<file path="src/rtl/wdog_pkg.sv">
package wdog_pkg;

   // register word indices on the bus
   typedef enum logic [1:0] {
      REG_CTRL   = 2'd0,
      REG_RELOAD = 2'd1,
      REG_COUNT  = 2'd2,
      REG_IRQCLR = 2'd3
   } wdog_reg_e;

   // control register bit positions
   localparam int unsigned BIT_RUN   = 0;
   localparam int unsigned BIT_RSTEN = 1;
   localparam int unsigned BIT_IRQEN = 2;
   localparam int unsigned BIT_DBGM  = 3;
   localparam int unsigned DIV_LSB   = 4;
   localparam int unsigned PRE_LSB   = 8;

   // single-bit controls decoded from the control register
   typedef struct packed {
      logic dbg_mask;
      logic irq_en;
      logic rst_en;
      logic run;
   } wdog_flags_t;

endpackage

</file>
<file path="src/rtl/wdog_regs.sv">
module wdog_regs
   import wdog_pkg::*;
#(
   parameter int unsigned DATA_W    = 32,
   parameter int unsigned CNT_W     = 16,
   parameter int unsigned PRE_W     = 8,
   parameter int unsigned DIV_SEL_W = 2,
   parameter int unsigned CNT_INIT  = 32'h8000,
   parameter int unsigned PRE_INIT  = 32'h80
) (
   input  logic                 clk,
   input  logic                 rst_n,
   input  logic                 bus_sel,
   input  logic                 bus_wr,
   input  logic [1:0]           bus_addr,
   input  logic [DATA_W-1:0]    bus_wdata,
   output logic [DATA_W-1:0]    bus_rdata,
   input  logic [CNT_W-1:0]     count_q,
   output wdog_flags_t          flags,
   output logic [DIV_SEL_W-1:0] div_sel,
   output logic [PRE_W-1:0]     presc,
   output logic [CNT_W-1:0]     reload_q,
   output logic                 cnt_wr,
   output logic [CNT_W-1:0]     cnt_wdata,
   output logic                 irq_clr
);

   localparam int unsigned CTL_TOP = PRE_LSB + PRE_W;

   if (CTL_TOP > DATA_W) begin : g_bad_pre
      $error("wdog_regs: prescaler field does not fit the data width");
   end
   if (CNT_W > DATA_W) begin : g_bad_cnt
      $error("wdog_regs: count width exceeds the data width");
   end
   if (DIV_LSB + DIV_SEL_W > PRE_LSB) begin : g_bad_div
      $error("wdog_regs: divider field overlaps the prescaler field");
   end

   wdog_reg_e reg_sel;
   logic      wr_any;
   logic      rd_any;

   assign reg_sel = wdog_reg_e'(bus_addr);
   assign wr_any  = bus_sel && bus_wr;
   assign rd_any  = bus_sel && !bus_wr;

   assign cnt_wr    = wr_any && (reg_sel == REG_COUNT);
   assign cnt_wdata = bus_wdata[CNT_W-1:0];
   assign irq_clr   = wr_any && (reg_sel == REG_IRQCLR);

   always_ff @(posedge clk or negedge rst_n) begin
      if (!rst_n) begin
         flags.run      <= 1'b1;
         flags.rst_en   <= 1'b1;
         flags.irq_en   <= 1'b0;
         flags.dbg_mask <= 1'b0;
         div_sel        <= '0;
         presc          <= PRE_W'(PRE_INIT);
         reload_q       <= CNT_W'(CNT_INIT);
      end else if (wr_any) begin
         if (reg_sel == REG_CTRL) begin
            flags.run      <= bus_wdata[BIT_RUN];
            flags.rst_en   <= bus_wdata[BIT_RSTEN];
            flags.irq_en   <= bus_wdata[BIT_IRQEN];
            flags.dbg_mask <= bus_wdata[BIT_DBGM];
            div_sel        <= bus_wdata[DIV_LSB +: DIV_SEL_W];
            presc          <= bus_wdata[PRE_LSB +: PRE_W];
         end
         if (reg_sel == REG_RELOAD) begin
            reload_q <= bus_wdata[CNT_W-1:0];
         end
      end
   end

   // read mux; the clear register always reads as zero
   always_comb begin
      bus_rdata = '0;
      if (rd_any) begin
         case (reg_sel)
            REG_CTRL: begin
               bus_rdata[BIT_RUN]               = flags.run;
               bus_rdata[BIT_RSTEN]             = flags.rst_en;
               bus_rdata[BIT_IRQEN]             = flags.irq_en;
               bus_rdata[BIT_DBGM]              = flags.dbg_mask;
               bus_rdata[DIV_LSB +: DIV_SEL_W]  = div_sel;
               bus_rdata[PRE_LSB +: PRE_W]      = presc;
            end
            REG_RELOAD: bus_rdata[CNT_W-1:0] = reload_q;
            REG_COUNT:  bus_rdata[CNT_W-1:0] = count_q;
            default:    bus_rdata = '0;
         endcase
      end
   end

   logic unused_wdata;
   assign unused_wdata = ^bus_wdata;

endmodule

</file>
<file path="src/rtl/wdog_tick.sv">
module wdog_tick #(
   parameter int unsigned PRE_W         = 8,
   parameter int unsigned DIV_SEL_W     = 2,
   parameter int unsigned DIV_BASE_LOG2 = 4
) (
   input  logic                 clk,
   input  logic                 rst_n,
   input  logic                 run,
   input  logic                 cnt_en,
   input  logic [PRE_W-1:0]     presc,
   input  logic [DIV_SEL_W-1:0] div_sel,
   output logic                 tick_o
);

   localparam int unsigned DIV_CODES    = 1 << DIV_SEL_W;
   localparam int unsigned DIV_MAX_LOG2 = DIV_BASE_LOG2 + DIV_CODES - 1;

   if (DIV_BASE_LOG2 < 1) begin : g_bad_base
      $error("wdog_tick: divider base must be at least two");
   end
   if (PRE_W < 1) begin : g_bad_pre
      $error("wdog_tick: prescaler width must be at least one");
   end

   localparam logic [DIV_SEL_W-1:0] SEL_TOP = '1;
   localparam logic [DIV_MAX_LOG2-1:0] ALL_ONES = '1;

   logic [PRE_W-1:0]        pre_cnt;
   logic [DIV_MAX_LOG2-1:0] div_cnt;
   logic [DIV_MAX_LOG2-1:0] div_mask;
   logic [DIV_SEL_W-1:0]    mask_shift;
   logic                    active;
   logic                    pre_hit;

   // divider code c keeps the lowest DIV_BASE_LOG2+c bits of the mask
   assign mask_shift = SEL_TOP - div_sel;
   assign div_mask   = ALL_ONES >> mask_shift;

   assign active  = run && cnt_en;
   assign pre_hit = (pre_cnt >= presc);
   assign tick_o  = active && pre_hit && ((div_cnt & div_mask) == div_mask);

   always_ff @(posedge clk or negedge rst_n) begin
      if (!rst_n) begin
         pre_cnt <= '0;
         div_cnt <= '0;
      end else if (!run) begin
         pre_cnt <= '0;
         div_cnt <= '0;
      end else if (cnt_en) begin
         if (pre_hit) begin
            pre_cnt <= '0;
            div_cnt <= div_cnt + 1'b1;
         end else begin
            pre_cnt <= pre_cnt + 1'b1;
         end
      end
   end

endmodule

</file>
<file path="src/rtl/wdog_core.sv">
module wdog_core
   import wdog_pkg::*;
#(
   parameter int unsigned CNT_W        = 16,
   parameter int unsigned CNT_INIT     = 32'h8000,
   parameter bit          HAS_DBG_MASK = 1'b1
) (
   input  logic             clk,
   input  logic             rst_n,
   input  logic             tick,
   input  wdog_flags_t      flags,
   input  logic [CNT_W-1:0] reload_q,
   input  logic             cnt_wr,
   input  logic [CNT_W-1:0] cnt_wdata,
   input  logic             irq_clr,
   input  logic             dbg_ack_i,
   output logic [CNT_W-1:0] count_q,
   output logic             pending_q,
   output logic             expire,
   output logic             irq_o,
   output logic             rst_req_o
);

   logic rst_pulse_q;
   logic quiet;

   assign expire = tick && (count_q == '0);

   always_ff @(posedge clk or negedge rst_n) begin
      if (!rst_n) begin
         count_q     <= CNT_W'(CNT_INIT);
         pending_q   <= 1'b0;
         rst_pulse_q <= 1'b0;
      end else begin
         if (cnt_wr) begin
            count_q <= cnt_wdata;
         end else if (tick) begin
            count_q <= expire ? reload_q : count_q - 1'b1;
         end
         // a new expiry wins over a clear in the same cycle
         if (expire) begin
            pending_q <= 1'b1;
         end else if (irq_clr) begin
            pending_q <= 1'b0;
         end
         rst_pulse_q <= expire && flags.rst_en;
      end
   end

   if (HAS_DBG_MASK) begin : g_dbg
      assign quiet = flags.dbg_mask && dbg_ack_i;
   end else begin : g_nodbg
      logic unused_dbg;
      assign unused_dbg = flags.dbg_mask ^ dbg_ack_i;
      assign quiet      = 1'b0;
   end

   assign irq_o     = pending_q && flags.irq_en && !quiet;
   assign rst_req_o = rst_pulse_q && !quiet;

endmodule

</file>
<file path="src/rtl/wdog_timer.sv">
module wdog_timer
   import wdog_pkg::*;
#(
   parameter int unsigned DATA_W        = 32,
   parameter int unsigned CNT_W         = 16,
   parameter int unsigned PRE_W         = 8,
   parameter int unsigned DIV_SEL_W     = 2,
   parameter int unsigned DIV_BASE_LOG2 = 4,
   parameter int unsigned CNT_INIT      = 32'h8000,
   parameter int unsigned PRE_INIT      = 32'h80,
   parameter bit          HAS_DBG_MASK  = 1'b1
) (
   input  logic              clk,
   input  logic              rst_n,
   input  logic              bus_sel,
   input  logic              bus_wr,
   input  logic [1:0]        bus_addr,
   input  logic [DATA_W-1:0] bus_wdata,
   output logic [DATA_W-1:0] bus_rdata,
   input  logic              cnt_enable_i,
   input  logic              dbg_ack_i,
   output logic              irq_o,
   output logic              rst_req_o
);

   wdog_flags_t          flags;
   logic [DIV_SEL_W-1:0] div_sel;
   logic [PRE_W-1:0]     presc;
   logic [CNT_W-1:0]     reload_q;
   logic [CNT_W-1:0]     count_q;
   logic                 cnt_wr;
   logic [CNT_W-1:0]     cnt_wdata;
   logic                 irq_clr;
   logic                 tick;
   logic                 pending_q;
   logic                 expire;

   wdog_regs #(
      .DATA_W(DATA_W), .CNT_W(CNT_W), .PRE_W(PRE_W), .DIV_SEL_W(DIV_SEL_W),
      .CNT_INIT(CNT_INIT), .PRE_INIT(PRE_INIT)
   ) u_regs (
      .clk(clk), .rst_n(rst_n),
      .bus_sel(bus_sel), .bus_wr(bus_wr), .bus_addr(bus_addr),
      .bus_wdata(bus_wdata), .bus_rdata(bus_rdata),
      .count_q(count_q), .flags(flags), .div_sel(div_sel), .presc(presc),
      .reload_q(reload_q), .cnt_wr(cnt_wr), .cnt_wdata(cnt_wdata),
      .irq_clr(irq_clr)
   );

   wdog_tick #(
      .PRE_W(PRE_W), .DIV_SEL_W(DIV_SEL_W), .DIV_BASE_LOG2(DIV_BASE_LOG2)
   ) u_tick (
      .clk(clk), .rst_n(rst_n), .run(flags.run), .cnt_en(cnt_enable_i),
      .presc(presc), .div_sel(div_sel), .tick_o(tick)
   );

   wdog_core #(
      .CNT_W(CNT_W), .CNT_INIT(CNT_INIT), .HAS_DBG_MASK(HAS_DBG_MASK)
   ) u_core (
      .clk(clk), .rst_n(rst_n), .tick(tick), .flags(flags),
      .reload_q(reload_q), .cnt_wr(cnt_wr), .cnt_wdata(cnt_wdata),
      .irq_clr(irq_clr), .dbg_ack_i(dbg_ack_i), .count_q(count_q),
      .pending_q(pending_q), .expire(expire), .irq_o(irq_o),
      .rst_req_o(rst_req_o)
   );

endmodule

</file>
<file path="config.mk">
export PLATFORM = sky130hd
export DESIGN_NAME = wdog_timer
export DESIGN_NICKNAME = d
export VERILOG_FILES = /design/src/rtl/wdog_pkg.sv /design/src/rtl/wdog_regs.sv /design/src/rtl/wdog_tick.sv /design/src/rtl/wdog_core.sv /design/src/rtl/wdog_timer.sv
export SDC_FILE = /design/constraint.sdc
export NUM_CORES = 1
export LEC_CHECK = 0
export BUFFER_PORTS_ARGS = -buffer_cell sky130_fd_sc_hd__buf_2
export CORE_MARGIN = 2
export CORE_UTILIZATION = 57
export DETAILED_ROUTE_END_ITERATION = 16
export PLACE_DENSITY = 0.84
export SLEW_MARGIN = 20
export SYNTH_ARGS = -nofsm -noshare
export SYNTH_HDL_FRONTEND = slang
export SYNTH_SLANG_ARGS = --single-unit
</file>
<file path="constraint.sdc">
create_clock -name clk -period 7.5 [get_ports clk]
set_input_delay 0.75 -clock clk [delete_from_list [all_inputs] [get_ports clk]]
set_output_delay 0.75 -clock clk [all_outputs]
set_load 0.02 [all_outputs]
</file>
[After elaboration in Yosys (flattened, before gate mapping)]
Index checks and enable logic that the tools add are counted.
Word-level totals
  bits in registers: 63
  bits of input ports: 40
Cells by class
  add/sub/neg operators: 4
  $lt $le $gt $ge: 1
  equality and inequality tests: 6
  shifts and indexed selects: 1
  muxes and demuxes: 15
  bitwise gates (word level): 1
  reduce and logical (&&, ||, !) cells: 22
Operator list (number)
  $mux W16: 4
  $mux W8: 3
  $pmux W8 S3: 1
  $mux W7: 3
  $pmux W6 S3: 1
  $logic_not A16 Y1: 1
  $sub A16 B1 Y16 const B: 1
  $logic_and A1 B1 Y1: 13
  $add A8 B1 Y8 const B: 1
  $ge A8 B8 Y1: 1
  $add A7 B1 Y7 const B: 1
  $and A7 B7 Y7: 1
  $eq A7 B7 Y1: 1
  $shr A7 B2 Y7 const A: 1
  $reduce_and A2 Y1: 3
  $eq A2 B2 Y1 const B: 2
  $pmux W2 S2: 1
  $reduce_bool A2 Y1: 2
  $eq A2 B1 Y1 const B: 1
  $logic_not A1 Y1: 2
  $logic_not A2 Y1: 1
  $mux W1: 2
  $ne A2 B1 Y1 const B: 1
  $ne A2 B2 Y1 const B: 1
  $sub A2 B2 Y2 const A: 1

[Depth between registers and ports, before layout]
  depth after elaboration: 9
  depth in mapped cells: 10
  depth with buffers taken out: 8

[Hierarchy]
Synthesis repeated with hierarchy kept, for this count alone.
Unflattened totals
  cells, all modules: 402
  area, all modules: 3972.6 um2
By module, submodules not included
  wdog_regs: instances 1, cells each 146, area each 1709.1 um2, sequential area each 755.7 um2
  wdog_core: instances 1, cells each 140, area each 1253.7 um2, sequential area each 451.7 um2
  wdog_tick: instances 1, cells each 116, area each 1009.7 um2, sequential area each 375.4 um2

[Worst setup path before layout]
Ideal clock, no wire load.
  path type: input port to output port
  start: in bus_addr[0]
  end: out bus_rdata[10]
  data arrival time: 1.995 ns
  required time: 6.750 ns
  setup slack: 4.755 ns
  stages: 5
  path buffers: 2
  cells stage by stage: ha_1 or3b_2 clkbuf_1 clkbuf_1 nor2_1
Between the ends
  longest elaborated chain between the ends: 3
RTL lines
  start: declaration: RTL line wdog_timer.sv:17  | input logic [1:0] bus_addr,
  $eq A2 B2 Y1, or another cell as far along: RTL line wdog_regs.sv:80  | case (reg_sel)
  $pmux W8 S3 (*): RTL line wdog_regs.sv:80
  $mux W16 (*): RTL line wdog_regs.sv:79  | if (rd_any) begin
  end: declaration: RTL line wdog_timer.sv:19  | output logic [DATA_W-1:0] bus_rdata,
Every way passes the cells marked *; elsewhere a longest branch is shown, timed or not.

[Worst setup path after layout]
  start: reg u_regs.presc[7]
  end: reg u_core.count_q[14]
Between the ends
  longest elaborated chain between the ends: 7
RTL lines
  start: declaration: RTL line wdog_regs.sv:21  | output logic [PRE_W-1:0] presc,
  start signal: assignment: RTL line wdog_regs.sv:59  | presc <= PRE_W'(PRE_INIT);
  start signal: assignment: RTL line wdog_regs.sv:68  | presc <= bus_wdata[PRE_LSB +: PRE_W];
  $ge A8 B8 Y1 (*): RTL line wdog_tick.sv:40  | assign pre_hit = (pre_cnt >= presc);
  $logic_and A1 B1 Y1 (*) (2 in a row): RTL line wdog_tick.sv:41  | assign tick_o = active && pre_hit && ((div_cnt & div_mask) == div_mask);
  $logic_and A1 B1 Y1: RTL line wdog_core.sv:27  | assign expire = tick && (count_q == '0);
  $mux W16: RTL line wdog_core.sv:38  | count_q <= expire ? reload_q : count_q - 1'b1;
  $mux W16: RTL line wdog_core.sv:37  | end else if (tick) begin
  $mux W16: RTL line wdog_core.sv:35  | if (cnt_wr) begin
  end signal: assignment: RTL line wdog_core.sv:31  | count_q <= CNT_W'(CNT_INIT);
  end signal: assignment: RTL line wdog_core.sv:36  | count_q <= cnt_wdata;
  end signal: assignment: RTL line wdog_core.sv:38
  end: declaration: RTL line wdog_core.sv:17  | output logic [CNT_W-1:0] count_q,
Every way passes the cells marked *; elsewhere a longest branch is shown, timed or not. The select of a mux whose other input is x is not followed.
A chain may end at the register's enable or synchronous reset.

==> metrics <==
GPL Wtd Cong=0.8457; largest net degree at the start of global routing=64; Fmax achieved=314.5 MHz; Fillers=523; skew final=8.565 ps; CP max FO=19; drt first pass iters=11; Placement Setup Slack=4361 ps; Final Slew Violations=0; Routed WL=9051 µm; Yosys warning total=0; Die ar.=7356 µm²; worst r2r dst=u_core.count_q[14]$_DFFE_PN0P_; share of cells above drive strength 1=0.2225; worst rel slew slack=0.3910; Netlist cell types=48; classification of the worst-slack hold path=reg2reg; FF+latch count, synth=63; failing checks=design-rule violations; # DRC=5; PortBufs=41; Post-CTS Resized=0; H-tree depth=3; CTS Hold Bufs=0; Clock Latency Late Sink=350 ps; # Max-Cap Violations=0; Die Y=85.77 µm; sequential cell area=1583 µm²; clk slew on worst S/H paths=70 ps; CTS buffer count=9; worst r2r src=u_regs.presc[7]$_DFFE_PN1P_; post-DP HPWL=5918 µm; Critical Path Start Type=register; Initial Util=0.5934; vias per cell=6.191; EDFF count, synth=0; CP Capture Type=register; Seq/Total Area, Yosys=0.4153; area grow syn2layout=9.915%; Final ANT Viol Nets=0; final hold vios=0; Highest Signal Layer=met4; # nets final=488; peak supply drop=0.1283 mV; clock sink count=63; switching power=0.3009 mW; initial drt markers=319; DR vias=3176; Comb pwr share=0.189; status=complete, but fails checks; slowest stage cell, crit path=nand4_1; CTS tree=yes; Post-synth ARST share=1.000; Worst Path Class, Setup=reg2reg; TNS Setup=0 ps; Flop pwr share=0.474; Multi-input gate area=2008 µm²; share of the clock period used by the worst path=0.4240; first-pass GRT wire length=15020 µm; syn avg cell area=9.504 µm²; Sw Share=0.3097; WL/cell=17.64 µm; postcts setup bufs=0; vias in the first global route=3073; P per Cell Area=231.9 nW/µm²; crit-path max cell delay=730 ps; initial antenna violation count=0; Hold Path Sink=u_core.pending_q$_DFFE_PN0P_; maximum buffer depth of the clock tree=2; clock root cell=clkbuf_8; Lkg Pwr=1.869 nW; Final Critical Period=3180 ps; Tot GR Track Use=0.2616; worst setup margin=4320 ps; Slew @ Worst Pin=910.9 ps; hold_sp=u_core.pending_q$_DFFE_PN0P_; ant diodes=0; core area=6422 µm²; Mapped Cells=401; metal2 WL=4439 µm; die span in x=85.77 µm; most common flop cell mapped by yosys=dfrtp_1; power share of the clock group=0.338; CP required=7760 ps; Int Power=0.6706 mW; metal1 wirelength=3855 µm; row count=29; RSZ-0062 raised after global routing=no; r2r setup slk=4320 ps; worst path arrival time=3440 ps; met3 routed WL=631 µm; Setup violations, final=0; Hold Path Stages=2; Overflow after GRT=0; worst path cell trace=inv_1 > ha_1 > nand2_1 > or3_1 > o221ai_1 > buf_4 > nand4_1 > a211o_1 > a21oi_1; R2R depth=9; I/O Pins=74; synthesized cell area=3811 µm²
## cell usage in the layout (no fill, tap or decap), types with 11 or more instances in the layout
master	Yosys	routed
a21oi_1	34	34
a222oi_1	14	14
buf_2	2	41
conb_1	1	16
dfrtp_1	58	58
ha_1	17	17
inv_1	16	16
mux2_2	30	30
nand2_1	17	17
nand3_1	14	14
nor2_1	47	47
o21ai_0	13	13
xnor2_1	11	11
## final cells by class
| cell class | instances | area share |
|---|---|---|
| repair buffers | 43 | 0.05257 |
| well taps | 77 | 0.02300 |
| clock buffers | 9 | 0.02957 |
| inverters | 16 | 0.01434 |
| flip-flops and latches | 63 | 0.3778 |
| clock inverters | 7 | 0.02330 |
| multi-input cells | 298 | 0.4794 |
## kinds of logic (layout without fill, tap and decap cells)
family / after synthesis / count (layout) / share of synthesized area
buffers and inverters: 55 / 75 / 0.07256
multiplexers: 32 / 32 / 0.09389
flip-flops: 63 / 63 / 0.4153
AO/OA/AOI/OAI: 92 / 92 / 0.1622
AND/OR/NAND/NOR: 124 / 124 / 0.1602
adder cells (fa/ha/maj): 17 / 17 / 0.05581
other: 1 / 16 / 0.0009840
XOR/XNOR: 17 / 17 / 0.03907
## stage by stage
step	std cells	power, mW	hold WS [ps]	cell area (µm²)	util
6_report	513	0.9714	510.2	4189	0.6523
5_1_grt	513	1.018	522.7	4189	0.6523
4_1_cts	513	0.9713	512.9	4189	0.6523
3_5_place_dp	497	0.6438	495.9	3968	0.6178
3_3_place_gp	497	0.6322	475.5	3968	0.6178
2_1_floorplan	416	0.5880	448.2	3867	-
## power by group through the flow
stage / clock [mW] / combinational, mW / sequential [mW]
after global placement: 0 / 0.173 / 0.459
after CTS: 0.331 / 0.183 / 0.458
after detailed placement: 0 / 0.180 / 0.463
after floorplan: 0 / 0.148 / 0.440
final: 0.328 / 0.183 / 0.460
after global routing: 0.346 / 0.204 / 0.468
## flip-flops by register name, summed over array words and instances (netlist names)
register            count
u_core.pending_q        1
u_tick.div_cnt          7
u_core.count_q         16
u_regs.div_sel          2
u_regs.presc            8
u_tick.pre_cnt          8
u_core.rst_pulse_q      1
u_regs.reload_q        16
u_regs.flags            4
## worst max-delay path, delay by kind of cell, from the launching register on
family | cells | cell delay [ps]
buf+inv | 2 | 280
simple gates | 3 | 1120
flops | 1 | 550
fa+ha+maj | 1 | 290
compound gates | 3 | 860
## per-layer routing
layer / vias to the layer above / GRT usage
met5: - / 0
met4: 0 / 0.09091
met3: 14 / 0.05775
met2: 148 / 0.4261
met1: 1540 / 0.3467
li1: 1474 / -
## worst max-delay path by stage
stage,cells after the start,slack [ps],to,start
2_1_floorplan,5,4760,bus_rdata[10],bus_addr[0]
6_report,9,4320,u_core.count_q[14]$_DFFE_PN0P_,u_regs.presc[7]$_DFFE_PN1P_
3_3_place_gp,5,4410,u_regs.reload_q[8]$_DFFE_PN0P_,bus_addr[1]
5_1_grt,9,4180,u_core.count_q[14]$_DFFE_PN0P_,u_regs.presc[7]$_DFFE_PN1P_
4_1_cts,9,4410,u_core.count_q[14]$_DFFE_PN0P_,u_regs.presc[7]$_DFFE_PN1P_
3_5_place_dp,5,4360,u_regs.reload_q[12]$_DFFE_PN0P_,bus_addr[1]
## synthesized netlist by cell type (all sizes together) (5+ instances only)
cell type	number	share of area
a21oi	34	0.045
a222oi	14	0.037
and2	10	0.016
buf	19	0.037
clkbuf	20	0.020
dfrtp	58	0.38
dfstp	5	0.034
ha	17	0.056
inv	16	0.016
mux2	30	0.089
nand2	17	0.017
nand3	14	0.018
nor2	47	0.046
nor3	6	0.0079
o211ai	10	0.020
o21ai	13	0.017
xnor2	11	0.025
xor2	6	0.014
Note: power is estimated with default switching activity, not from simulation.
